## src/rtl/i2cm_pkg.sv

```systemverilog
package i2cm_pkg;
  localparam int ADDR_W = 7;
  localparam int BYTE_W = 8;

  typedef enum logic [1:0] {
    OP_START = 2'd0,
    OP_STOP  = 2'd1,
    OP_WR    = 2'd2,
    OP_RD    = 2'd3
  } eng_op_e;

  typedef enum logic [3:0] {
    ST_IDLE,
    ST_START_W,
    ST_ADDR_W,
    ST_TX,
    ST_WR_W,
    ST_RXQ,
    ST_RD_W,
    ST_TC,
    ST_STOP_W
  } seq_st_e;

  typedef struct packed {
    logic [ADDR_W-1:0] addr;
    logic              rd;
    logic              auto_end;
  } cmd_t;
endpackage

```

## src/rtl/i2cm_cmd_reg.sv

```systemverilog
module i2cm_cmd_reg
  import i2cm_pkg::*;
(
  input  logic clk,
  input  logic rst_n,
  input  logic load,
  input  cmd_t cmd_in,
  output cmd_t cmd_q
);
  always_ff @(posedge clk or negedge rst_n) begin
    if (!rst_n) cmd_q <= '0;
    else if (load) cmd_q <= cmd_in;
  end
endmodule

```

## src/rtl/i2cm_byte_cnt.sv

```systemverilog
module i2cm_byte_cnt #(
  parameter int CNT_W = 8
) (
  input  logic             clk,
  input  logic             rst_n,
  input  logic             load,
  input  logic [CNT_W-1:0] load_val,
  input  logic             dec,
  output logic             zero,
  output logic             last
);
  localparam logic [CNT_W-1:0] ONE = CNT_W'(1);
  logic [CNT_W-1:0] cnt_q;

  always_ff @(posedge clk or negedge rst_n) begin
    if (!rst_n) cnt_q <= '0;
    else if (load) cnt_q <= load_val;
    else if (dec) cnt_q <= cnt_q - ONE;
  end

  assign zero = (cnt_q == '0);
  assign last = (cnt_q == ONE);

  // payload moves never outrun the requested count
  assert_no_underflow_R5: assert property (@(posedge clk) disable iff (!rst_n)
    dec |-> !zero);
endmodule

```

## src/rtl/i2cm_rx_slot.sv

```systemverilog
module i2cm_rx_slot #(
  parameter int W = 8
) (
  input  logic         clk,
  input  logic         rst_n,
  input  logic         load,
  input  logic [W-1:0] din,
  input  logic         rx_ready,
  output logic         rx_valid,
  output logic [W-1:0] rx_data,
  output logic         full
);
  always_ff @(posedge clk or negedge rst_n) begin
    if (!rst_n) begin
      rx_valid <= 1'b0;
      rx_data  <= '0;
    end else if (load) begin
      rx_valid <= 1'b1;
      rx_data  <= din;
    end else if (rx_ready) begin
      rx_valid <= 1'b0;
    end
  end

  assign full = rx_valid && !rx_ready;

  assert_rx_hold_R6: assert property (@(posedge clk) disable iff (!rst_n)
    rx_valid && !rx_ready |=> rx_valid && $stable(rx_data));
endmodule

```

## src/rtl/i2cm_fsm.sv

```systemverilog
module i2cm_fsm
  import i2cm_pkg::*;
(
  input  logic              clk,
  input  logic              rst_n,
  input  logic              cmd_valid,
  input  logic              cmd_start,
  input  logic              cmd_stop,
  input  cmd_t              cur,
  input  logic              cnt_zero,
  input  logic              cnt_last,
  input  logic              tx_valid,
  input  logic [BYTE_W-1:0] tx_data,
  input  logic              slot_full,
  input  logic              eng_done,
  input  logic              eng_ack_n,
  output logic              cmd_load,
  output logic              cnt_dec,
  output logic              slot_load,
  output logic              tx_ready,
  output logic              eng_go,
  output eng_op_e           eng_op,
  output logic [BYTE_W-1:0] eng_wdata,
  output logic              eng_nack,
  output logic              busy,
  output logic              xfer_done,
  output logic              nack_flag,
  output logic              bus_hold
);
  seq_st_e st, nxt;
  logic              go_n, nk_n, set_nack, end_act;
  eng_op_e           op_n;
  logic [BYTE_W-1:0] wd_n;

  always_comb begin
    nxt       = st;
    go_n      = 1'b0;
    op_n      = OP_START;
    wd_n      = eng_wdata;
    nk_n      = 1'b0;
    cmd_load  = 1'b0;
    cnt_dec   = 1'b0;
    slot_load = 1'b0;
    set_nack  = 1'b0;
    end_act   = 1'b0;
    case (st)
      ST_IDLE: if (cmd_valid && cmd_start) begin
        cmd_load = 1'b1; go_n = 1'b1; op_n = OP_START; nxt = ST_START_W;
      end
      ST_START_W: if (eng_done) begin
        go_n = 1'b1; op_n = OP_WR; wd_n = {cur.addr, cur.rd}; nxt = ST_ADDR_W;
      end
      ST_ADDR_W: if (eng_done) begin
        if (eng_ack_n) begin
          set_nack = 1'b1; go_n = 1'b1; op_n = OP_STOP; nxt = ST_STOP_W;
        end else if (cnt_zero) end_act = 1'b1;
        else if (cur.rd) nxt = ST_RXQ;
        else nxt = ST_TX;
      end
      ST_TX: if (tx_valid) begin
        go_n = 1'b1; op_n = OP_WR; wd_n = tx_data; cnt_dec = 1'b1; nxt = ST_WR_W;
      end
      ST_WR_W: if (eng_done) begin
        if (eng_ack_n) begin
          set_nack = 1'b1; go_n = 1'b1; op_n = OP_STOP; nxt = ST_STOP_W;
        end else if (cnt_zero) end_act = 1'b1;
        else nxt = ST_TX;
      end
      ST_RXQ: if (!slot_full) begin
        go_n = 1'b1; op_n = OP_RD; nk_n = cnt_last; cnt_dec = 1'b1; nxt = ST_RD_W;
      end
      ST_RD_W: if (eng_done) begin
        slot_load = 1'b1;
        if (cnt_zero) end_act = 1'b1;
        else nxt = ST_RXQ;
      end
      ST_TC: if (cmd_valid) begin
        if (cmd_start) begin
          cmd_load = 1'b1; go_n = 1'b1; op_n = OP_START; nxt = ST_START_W;
        end else if (cmd_stop) begin
          go_n = 1'b1; op_n = OP_STOP; nxt = ST_STOP_W;
        end
      end
      ST_STOP_W: if (eng_done) nxt = ST_IDLE;
      default: nxt = ST_IDLE;
    endcase
    if (end_act) begin
      if (cur.auto_end) begin
        go_n = 1'b1; op_n = OP_STOP; nxt = ST_STOP_W;
      end else begin
        nxt = ST_TC;
      end
    end
  end

  always_ff @(posedge clk or negedge rst_n) begin
    if (!rst_n) begin
      st        <= ST_IDLE;
      eng_go    <= 1'b0;
      eng_op    <= OP_START;
      eng_wdata <= '0;
      eng_nack  <= 1'b0;
      nack_flag <= 1'b0;
    end else begin
      st     <= nxt;
      eng_go <= go_n;
      if (go_n) begin
        eng_op    <= op_n;
        eng_wdata <= wd_n;
        eng_nack  <= nk_n;
      end
      if (cmd_load) nack_flag <= 1'b0;
      else if (set_nack) nack_flag <= 1'b1;
    end
  end

  assign tx_ready  = (st == ST_TX);
  assign busy      = (st != ST_IDLE);
  assign xfer_done = (st == ST_TC);
  assign bus_hold  = (st == ST_TX) || (st == ST_RXQ) || (st == ST_TC);

  assert_tx_issue_R3: assert property (@(posedge clk) disable iff (!rst_n)
    tx_valid && tx_ready |=> eng_go && eng_op == OP_WR && eng_wdata == $past(tx_data));
  assert_tx_stall_R4: assert property (@(posedge clk) disable iff (!rst_n)
    tx_ready && !tx_valid |=> !eng_go);
  assert_park_quiet_R8: assert property (@(posedge clk) disable iff (!rst_n)
    xfer_done && !cmd_valid |=> !eng_go);
  assert_nack_stop_R10: assert property (@(posedge clk) disable iff (!rst_n)
    $rose(nack_flag) |-> eng_go && eng_op == OP_STOP);
  assert_busy_ignore_R12: assert property (@(posedge clk) disable iff (!rst_n)
    busy && !xfer_done && cmd_valid && cmd_start |=> !(eng_go && eng_op == OP_START));
  assert_go_pulse_R13: assert property (@(posedge clk) disable iff (!rst_n)
    eng_go |=> !eng_go);
  assert_busy_stop_R13: assert property (@(posedge clk) disable iff (!rst_n)
    $fell(busy) |-> $past(eng_done));
endmodule

```

## src/rtl/i2cm_seq.sv

```systemverilog
module i2cm_seq
  import i2cm_pkg::*;
#(
  parameter int CNT_W = 8
) (
  input  logic              clk,
  input  logic              rst_n,
  input  logic              cmd_valid,
  input  logic              cmd_start,
  input  logic              cmd_stop,
  input  logic [ADDR_W-1:0] cmd_addr,
  input  logic              cmd_read,
  input  logic [CNT_W-1:0]  cmd_count,
  input  logic              cmd_auto_end,
  input  logic              tx_valid,
  output logic              tx_ready,
  input  logic [BYTE_W-1:0] tx_data,
  output logic              rx_valid,
  input  logic              rx_ready,
  output logic [BYTE_W-1:0] rx_data,
  output logic              eng_go,
  output logic [1:0]        eng_op,
  output logic [BYTE_W-1:0] eng_wdata,
  output logic              eng_nack,
  input  logic              eng_done,
  input  logic              eng_ack_n,
  input  logic [BYTE_W-1:0] eng_rdata,
  output logic              busy,
  output logic              xfer_done,
  output logic              nack_flag,
  output logic              bus_hold
);
  cmd_t    cmd_in, cur;
  logic    cmd_load, cnt_dec, slot_load, slot_full, cnt_zero, cnt_last;
  eng_op_e op_int;

  assign cmd_in = '{addr: cmd_addr, rd: cmd_read, auto_end: cmd_auto_end};
  assign eng_op = op_int;

  i2cm_cmd_reg u_cmd (
    .clk(clk), .rst_n(rst_n), .load(cmd_load), .cmd_in(cmd_in), .cmd_q(cur)
  );

  i2cm_byte_cnt #(.CNT_W(CNT_W)) u_cnt (
    .clk(clk), .rst_n(rst_n), .load(cmd_load), .load_val(cmd_count),
    .dec(cnt_dec), .zero(cnt_zero), .last(cnt_last)
  );

  i2cm_rx_slot #(.W(BYTE_W)) u_rx (
    .clk(clk), .rst_n(rst_n), .load(slot_load), .din(eng_rdata),
    .rx_ready(rx_ready), .rx_valid(rx_valid), .rx_data(rx_data), .full(slot_full)
  );

  i2cm_fsm u_fsm (
    .clk(clk), .rst_n(rst_n),
    .cmd_valid(cmd_valid), .cmd_start(cmd_start), .cmd_stop(cmd_stop),
    .cur(cur), .cnt_zero(cnt_zero), .cnt_last(cnt_last),
    .tx_valid(tx_valid), .tx_data(tx_data), .slot_full(slot_full),
    .eng_done(eng_done), .eng_ack_n(eng_ack_n),
    .cmd_load(cmd_load), .cnt_dec(cnt_dec), .slot_load(slot_load),
    .tx_ready(tx_ready), .eng_go(eng_go), .eng_op(op_int),
    .eng_wdata(eng_wdata), .eng_nack(eng_nack),
    .busy(busy), .xfer_done(xfer_done), .nack_flag(nack_flag), .bus_hold(bus_hold)
  );

  // after STOP request in auto mode, the engine is not asked anything else until idle
  assert_stop_last_R7: assert property (@(posedge clk) disable iff (!rst_n)
    eng_go && eng_op == 2'd1 |=> !eng_go);
endmodule

```

## config.mk

```make
export PLATFORM = sky130hd
export DESIGN_NAME = i2cm_seq
export DESIGN_NICKNAME = d
export VERILOG_FILES = /design/src/rtl/i2cm_pkg.sv /design/src/rtl/i2cm_cmd_reg.sv /design/src/rtl/i2cm_byte_cnt.sv /design/src/rtl/i2cm_rx_slot.sv /design/src/rtl/i2cm_fsm.sv /design/src/rtl/i2cm_seq.sv
export SDC_FILE = /design/constraint.sdc
export NUM_CORES = 1
export LEC_CHECK = 0
export ABC_CLOCK_PERIOD_IN_PS = 4250
export BUFFER_PORTS_ARGS = -buffer_cell sky130_fd_sc_hd__buf_2
export CAP_MARGIN = 0
export CORE_UTILIZATION = 45
export DETAILED_ROUTE_END_ITERATION = 6
export PLACE_DENSITY = 0.71
export SLEW_MARGIN = 20
export SYNTH_ARGS = -nofsm -noshare
export SYNTH_HDL_FRONTEND = slang
export SYNTH_SLANG_ARGS = --single-unit
export TNS_END_PERCENT = 20
```

## constraint.sdc

```tcl
create_clock -name clk -period 4.25 [get_ports clk]
set_input_delay 0.85 -clock clk [delete_from_list [all_inputs] [get_ports clk]]
set_output_delay 0.85 -clock clk [all_outputs]
set_load 0.02 [all_outputs]
```

==> impl_results.md, run 1 <==
- Placer Congestion: roughly 0.90
- CTS Buf Count: 5
- R2R Setup Slk: about 1.7 ns
- DR WL met2: ~2500 µm
- Avg Vias per Cell: around 5.3
- Layout area overhead: 18.0%
- DR vias: around 1900
- Boundary pin count: between 60 and 70
- Setup TNS Final: 0 ns
- # clock sinks: 43
- Routed Antenna Nets: 0
- Pleak: 1.33 nW
- CP required: 3.40 ns
- Seq/Total Area, Yosys: a little under half
- Fin Clk Skew: between 0.006 and 0.007 ns
- GRT overflow: 0
- Root buf cell: clkbuf_8
- Number of post-CTS setup repair buffers: 0
- Max layer used: met4
- Initial antenna violation count: 0
- Worst Reg-to-Reg Cells: 5
- Die W: approximately 75 µm
- Nets: about 340
- Die ar.: 5610 µm²
- Critical Path End Type: primary output
- Cell Rows: 26
- Ant. Diodes: 0
- Drt total wl: about 5300 µm
- Final hold violations: 0
- Largest net degree at the start of global routing: 44
- Core area: a little over 5000 µm²
- Dpl ws: 1.75 ns
- Wirelength per Cell: roughly 15 µm
- Fmax: around 360 MHz
- Power density cells: between 600 and 700 nW/µm²
- Share of layout cells above drive strength 1: 34.4%
- Synthesized cell area: about 2400 µm²
- Met1 wire length: around 2300 µm
- Main synth FF type: dfrtp_1
- Residual DRC: 0
- Mapped Nets: between 200 and 300
- Skew-Pair Late Insertion Delay: approximately 0.30 ns
- Initial Util: roughly 47%
- Number of global-route vias before repair: approximately 1800
- Relative slew slack: between 30 and 40%
- Async set or reset register ratio after synthesis: 100%
- Synth Area in Adders: between 1.5 and 2%
- Metal3 WL: 365 µm
- Biggest area consumer among synthesized cells: dfrtp_1
- Simple-Gate Fraction of Synth Area: just over 20%
- Worst setup SP type: flip-flop
- # setup viols final: 0
- CTS clk-pin slew, worst paths: 0.08 ns
- Resized Gates After CTS: 0
- DRT iter0 DRCs: 130
- Synth Area in XOR/XNOR: 2.93%
- Critical path origin: u_fsm.st[1]$_DFFE_PN0P_
- Largest family of logic cells by synthesized area: simple AND/OR/NAND/NOR gates
- Post-synth top cells: 43 x dfrtp_1, 30 x nand2_1, 19 x o21ai_0
- CTS tree: done
- Synth top area cells: dfrtp_1 45%, mux2_2 7.1%, nand2_1 4.7%
- H-tree depth: 2
- Worst reg2reg path endpoint: u_fsm.eng_op[0]$_DFFE_PN0P_
- Kind of critical path: reg -> out
- Number of flops mapped to enable cells by yosys: 0
- Syn Inst Count: about 230
- Top cell type's share of synthesized area: 45.0%
- Yosys synthesis warning count: 0
- First-pass GRT wire length: about 8500 µm
- Post-CTS Hold Buffers: 0
- Period utilisation layout: ~66%
- Min Tclk post-route: roughly 2.8 ns
- Yosys cell types: 53
- Yosys reg bits: 43
- Pre-Repair DR Iteration Count: 4
- Measured slew at the worst slew-check pin: ~1.0 ns
- CTS Buffer Depth: 2
- Most frequent cell after synthesis: dfrtp_1
- Port bufs: 67
- Run status: finished clean
- Max-cap check violation count: 0
- Die height: roughly 75 µm
- RSZ-0062 raised after global routing: false
- Total track usage: 20.6%
- Mean area per synthesized cell: 10.3 µm²
- Multiplexer area fraction after synthesis: about an eighth
- Worst reg2reg startpoint: u_fsm.st[0]$_DFFE_PN0P_
- Critical path fanouts, max: 23
- Worst setup path end: tx_ready
- Detail Placement HPWL: between 3000 and 4000 µm
- Worst Hold Class: reg -> reg
- Fin worst setup slack: ~1.4 ns
- Synth Area in Compound Gates: about an eighth
- Max-slew violation count: 0
- Maximum VDD drop: a little over 0.3 mV
- Crit path DAT: roughly 2.0 ns
## where the power goes
group	switching (W)	internal [W]
clock	0.000134	0.000109
sequential	0.000199	0.000588
combinational	0.000486	0.000398
## worst max-delay path, stage by stage (launching register included)
cell and delay (ns):
dfrtp_1 0.82, nor4bb_2 0.38, buf_4 0.26, buf_2 0.20
## kinds of logic (layout without fill, tap and decap cells)
| family | Yosys count | after routing |
|---|---|---|
| buffers and inverters | 21 | 81 |
| AO/OA/AOI/OAI | 42 | 42 |
| adder cells (fa/ha/maj) | 3 | 3 |
| AND/OR/NAND/NOR | 87 | 87 |
| multiplexers | 27 | 27 |
| flip-flops | 43 | 43 |
| XOR/XNOR | 8 | 8 |
## state kept, by name (all words and copies together), names as in the netlist, 2 cells and up
signal and flops:
u_fsm.eng_wdata 8, u_fsm.eng_op 2, u_cnt.cnt_q 8, u_cmd.cmd_q 9
u_fsm.st 4, u_rx.rx_data 8
## worst min-delay path by stage
stage	from	end	depth (start not counted)
2_1_floorplan	u_cmd.cmd_q[5]$_DFFE_PN0P_	u_cmd.cmd_q[5]$_DFFE_PN0P_	1
3_5_place_dp	u_fsm.eng_wdata[3]$_DFFE_PN0P_	u_fsm.eng_wdata[3]$_DFFE_PN0P_	2
3_3_place_gp	u_fsm.eng_wdata[3]$_DFFE_PN0P_	u_fsm.eng_wdata[3]$_DFFE_PN0P_	2
4_1_cts	u_fsm.eng_wdata[3]$_DFFE_PN0P_	u_fsm.eng_wdata[3]$_DFFE_PN0P_	2
5_1_grt	u_rx.rx_data[0]$_DFFE_PN0P_	u_rx.rx_data[0]$_DFFE_PN0P_	1
6_report	u_fsm.eng_wdata[3]$_DFFE_PN0P_	u_fsm.eng_wdata[3]$_DFFE_PN0P_	2
## per-stage QoR
stage	total power, W	hold slack [ns]	instance area [µm²]	util, %	instances
floorplan	0.00144	0.457	2390	-	231
global placement	0.00165	0.460	2740	53.7	355
detailed placement	0.00168	0.471	2740	53.7	355
CTS	0.00192	0.489	2820	55.2	361
global route	0.00206	0.518	2820	55.2	361
finish	0.00191	0.482	2820	55.2	361
## layer usage
metal / vias to the layer above / track usage (%)
li1: 946 / -
met1: 901 / 26.4
met2: 65 / 33.7
met3: 6 / 6.02
met4: 0 / 6.29
met5: - / 0
## layout by cell type, fill, tap and decap left out, types with 2 or more instances in the layout
cell type,n
buf_2,67
dfrtp_1,43
nand2_1,30
o21ai_0,19
mux2_2,15
nor2_1,13
mux2i_1,10
inv_1,7
xor2_1,7
nand2b_1,6
nand3_1,6
clkbuf_8,5
nor3_1,4
nor4_1,4
nand4b_1,3
a211o_1,3
a21oi_1,3
ha_1,3
nor4bb_2,2
or4_1,2
o22ai_1,2
nor4b_1,2
mux2_1,2
nor3b_1,2
a31oi_1,2
o21bai_1,2
## area by class of cell
| class | instances | area (µm²) |
|---|---|---|
| clock buffers | 5 | 68.8 |
| clock inverters | 1 | 7.51 |
| fillers | 472 | 2290 |
| inverters | 7 | 26.3 |
| multi-input cells | 167 | 1210 |
| flip-flops and latches | 43 | 1080 |
| well taps | 70 | 87.6 |
| repair buffers | 68 | 343 |
Note: power is estimated with default switching activity, not from simulation.
==> inputs of run 2 (changes only) <==
Settings changed: ABC_AREA from default to 1, ABC_CLOCK_PERIOD_IN_PS 4250 to 2350, PLACE_DENSITY 0.71 to 0.74.
Clock period 4.25 ns to 2.35 ns, I/O delays scaled along.
==> impl_results.md, run 2 <==
- Cell Rows: 25 (-3.8%)
- RSZ-0062 raised after global routing: false
- Syn Inst Count: 303 (+31%)
- Skew-Pair Late Insertion Delay: 0.30 ns (about the same)
- Worst setup SP type: flip-flop
- Biggest area consumer among synthesized cells: dfrtp_1
- Total track usage: 21.3% (+0.73 points)
- Max stage delay on crit path: 0.48 ns (-0.34 ns)
- Switching share of power: 44.8% (+2.0 points)
- Number of global-route vias before repair: 2023 (+15%)
- Post-CTS Hold Buffers: 0 (unchanged)
- Number of post-CTS setup repair buffers: 0 (unchanged)
- Reg with most FFs: u_cmd.cmd_q
- Nets: 419 (+24%)
- Overall Power: 0.00364 W (+90%)
- Yosys reg bits: 43 (unchanged)
- Worst Hold Class: in -> async
- Crit path DAT: 1.59 ns (-0.37 ns)
- Number of flip-flops under the largest register name: 9 (unchanged)
- Port bufs: 67 (unchanged)
- Boundary pin count: 68 (unchanged)
- Final Util: 58.8% (+3.6 points)
- DR vias: 2193 (+14%)
- Critical path fanouts, max: 10 (-57%)
- Final hold violations: 0 (unchanged)
- Kind of critical path: reg -> out
- Maximum VDD drop: 0.599 mV (+95%)
- DRT iter0 DRCs: 141 (+8.5%)
- Async set or reset register ratio after synthesis: 100% (unchanged)
- Fin Clk Skew: 0.00811 ns (+0.00131 ns)
- Fmax: 485 MHz
- Main synth FF type: dfrtp_1
- Initial antenna violation count: 0 (unchanged)
- CP required: 1.88 ns (-1.52 ns)
- Max-slew violation count: 0 (unchanged)
- # setup viols final: 0 (unchanged)
- Synthesized cell area: 2340 µm² (-2.0%)
- Routed Antenna Nets: 0 (unchanged)
- GRT overflow: 0 (unchanged)
- First-pass GRT wire length: 8870 µm (+4.9%)
- Cell Int Power: 0.00201 W (+84%)
- Placer Congestion: 0.948 (+5.3%)
- Comb pwr share: 48.6% (+2.4 points)
- Initial Util: 48.3% (+1.5 points)
- Fin area: 2850 µm² (+1.1%)
- Wirelength per Cell: 12.3 µm (-16%)
- Clock share of power: 16.1% (+3.4 points)
- Share of layout cells above drive strength 1: 27.7% (-6.6 points)
- Die ar.: 5490 µm² (-2.0%)
- CP max stage cell: dfrtp_1
- Root buf cell: clkbuf_8
- Avg Vias per Cell: 4.96 (-6.6%)
- Pre-Repair DR Iteration Count: 5 (+1)
- Post-synth top cells: 106 x nand2_1, 43 x dfrtp_1, 36 x nor2_1
- Residual DRC: 0 (unchanged)
- Most frequent cells in the layout: 106 x nand2_1, 67 x buf_2, 43 x dfrtp_1, 36 x nor2_1, 21 x inv_1
- Placed inst area: 2740 µm² (-0.23%)
- Number of flops mapped to enable cells by yosys: 0 (unchanged)
- Mean area per synthesized cell: 7.73 µm² (-25%)
- Period utilisation layout: between 80% and 90%
- Yosys cell types: 28 (-47%)
- Pleak: 1.56 nW (+17%)
- Flop pwr share: 35.3% (-5.8 points)
- Ant. Diodes: 0 (unchanged)
- Die W: 74.1 µm (-1.0%)
- # clock sinks: 43 (unchanged)
- Critical Path End Type: primary output
- Detail Placement HPWL: 4160 µm (+9.6%)
- Seq/Total Area, Yosys: 46.0% (+0.94 points)
- Core area: 4850 µm² (-5.1%)
- Synth top area cells: dfrtp_1 46%, nand2_1 17%, nor2_1 5.8%
- Measured slew at the worst slew-check pin: 0.558 ns (-0.450 ns)
- Drt total wl: 5420 µm (+2.6%)
- Most frequent cell after synthesis: nand2_1
- Largest net degree at the start of global routing: 44 (unchanged)
- Min Tclk post-route: 2.06 ns
- CTS clk-pin slew, worst paths: 0.09 ns (about the same)
- Setup TNS Final: 0 ns (unchanged)
- Switch Pwr: 0.00163 W (+99%)
- Yosys synthesis warning count: 0 (unchanged)
- Crit-path cells: nand2_2, nor2_1, inv_2, nand3_1, buf_2
- Commonest non-fill, non-tap cell in the layout: nand2_1
- Power density cells: 1280 nW/µm² (+88%)
- Max-cap check violation count: 0 (unchanged)
- CTS tree: done
- Mapped Nets: 348 (+26%)
- Die height: 74.1 µm (-1.0%)
- Relative slew slack: 62.8% (+30 points)
- Layout area overhead: 21.8%
- H-tree depth: 2 (unchanged)
- Resized Gates After CTS: 0 (unchanged)
- CTS Buffer Depth: 2 (unchanged)
- Top cell type's share of synthesized area: 46.0% (+0.94 points)
- Run status: finished clean
- CTS Buf Count: 5 (unchanged)
-- run 2: changes by cell type after synthesis, sizes merged, moves of 6 or more --
| cell | change |
|---|---|
| nand3 | +13 |
| mux2 | -9 |
| nor2 | +29 |
| o21ai | -8 |
| nand2b | -6 |
| nand2 | +81 |
| a31oi | +9 |
| mux2i | -10 |
| inv | +21 |
-- run 2: kinds of logic (layout without fill, tap and decap cells) --
family / Yosys count / count (layout) / share of synthesized area [%]
flip-flops: 43 / 43 / 46.0
buffers and inverters: 34 / 106 / 6.52
AND/OR/NAND/NOR: 182 / 182 / 33.0
multiplexers: 8 / 8 / 3.85
XOR/XNOR: 5 / 5 / 1.87
adder cells (fa/ha/maj): 3 / 3 / 1.60
AO/OA/AOI/OAI: 28 / 28 / 7.21
-- run 2: layout make-up --
cell class                 instances  area, µm²
inverter                          28        108
clock inverter                     3       43.8
sequential                        43       1080
fill                             473       2000
multi-input combinational        226       1110
tap                               67       83.8
clock buffer                       5       68.8
timing repair buffer              70        358
-- run 2: layer usage --
layer / GRT usage (%) / vias to the layer above / routed length (µm)
li1: - / 1116 / -
met1: 27.6 / 1005 / 2490
met2: 34.9 / 62 / 2540
met3: 4.88 / 10 / 293
met4: 7.69 / 0 / 101
met5: 0 / - / 0
-- run 2: through the flow --
stage               cells  hold slack, ns  setup slack (ns)
floorplan             303           0.174             0.677
global placement      434           0.465             0.604
detailed placement    434           0.470             0.581
CTS                   442           0.262             0.308
global route          442           0.293             0.243
finish                442           0.235             0.287
-- run 2: final timing paths --
check	startpoint	endpoint	slack (ns)	cells past startpoint
worst max-delay path	u_fsm.st[1]$_DFFE_PN0P_	bus_hold	0.29	5
worst min-delay path	rst_n	u_fsm.st[2]$_DFFE_PN0P_	0.23	2
worst max register to register	u_fsm.st[1]$_DFFE_PN0P_	u_cnt.cnt_q[5]$_DFFE_PN0P_	0.55	7
worst min register to register	u_cmd.cmd_q[2]$_DFFE_PN0P_	u_cmd.cmd_q[2]$_DFFE_PN0P_	0.49	2
max in group asynchronous	rst_n	u_cmd.cmd_q[0]$_DFFE_PN0P_	1.72	2
min in group clk	cmd_addr[3]	u_cmd.cmd_q[5]$_DFFE_PN0P_	0.37	3
-- run 2: critical path: cells and delay by family, from the launching register on --
family	cells	cell delay [ns]
buffers and inverters	2	0.33
DFF	1	0.48
and+or+nand+nor	3	0.48
-- run 2: power by group through the flow --
stage | registers [W] | logic (W) | clock network (W)
floorplan | 0.00148 | 0.00111 | 0
global placement | 0.00129 | 0.00175 | 0
detailed placement | 0.00130 | 0.00177 | 0
CTS | 0.00129 | 0.00177 | 0.000602
global route | 0.00134 | 0.00198 | 0.000620
finish | 0.00129 | 0.00177 | 0.000585
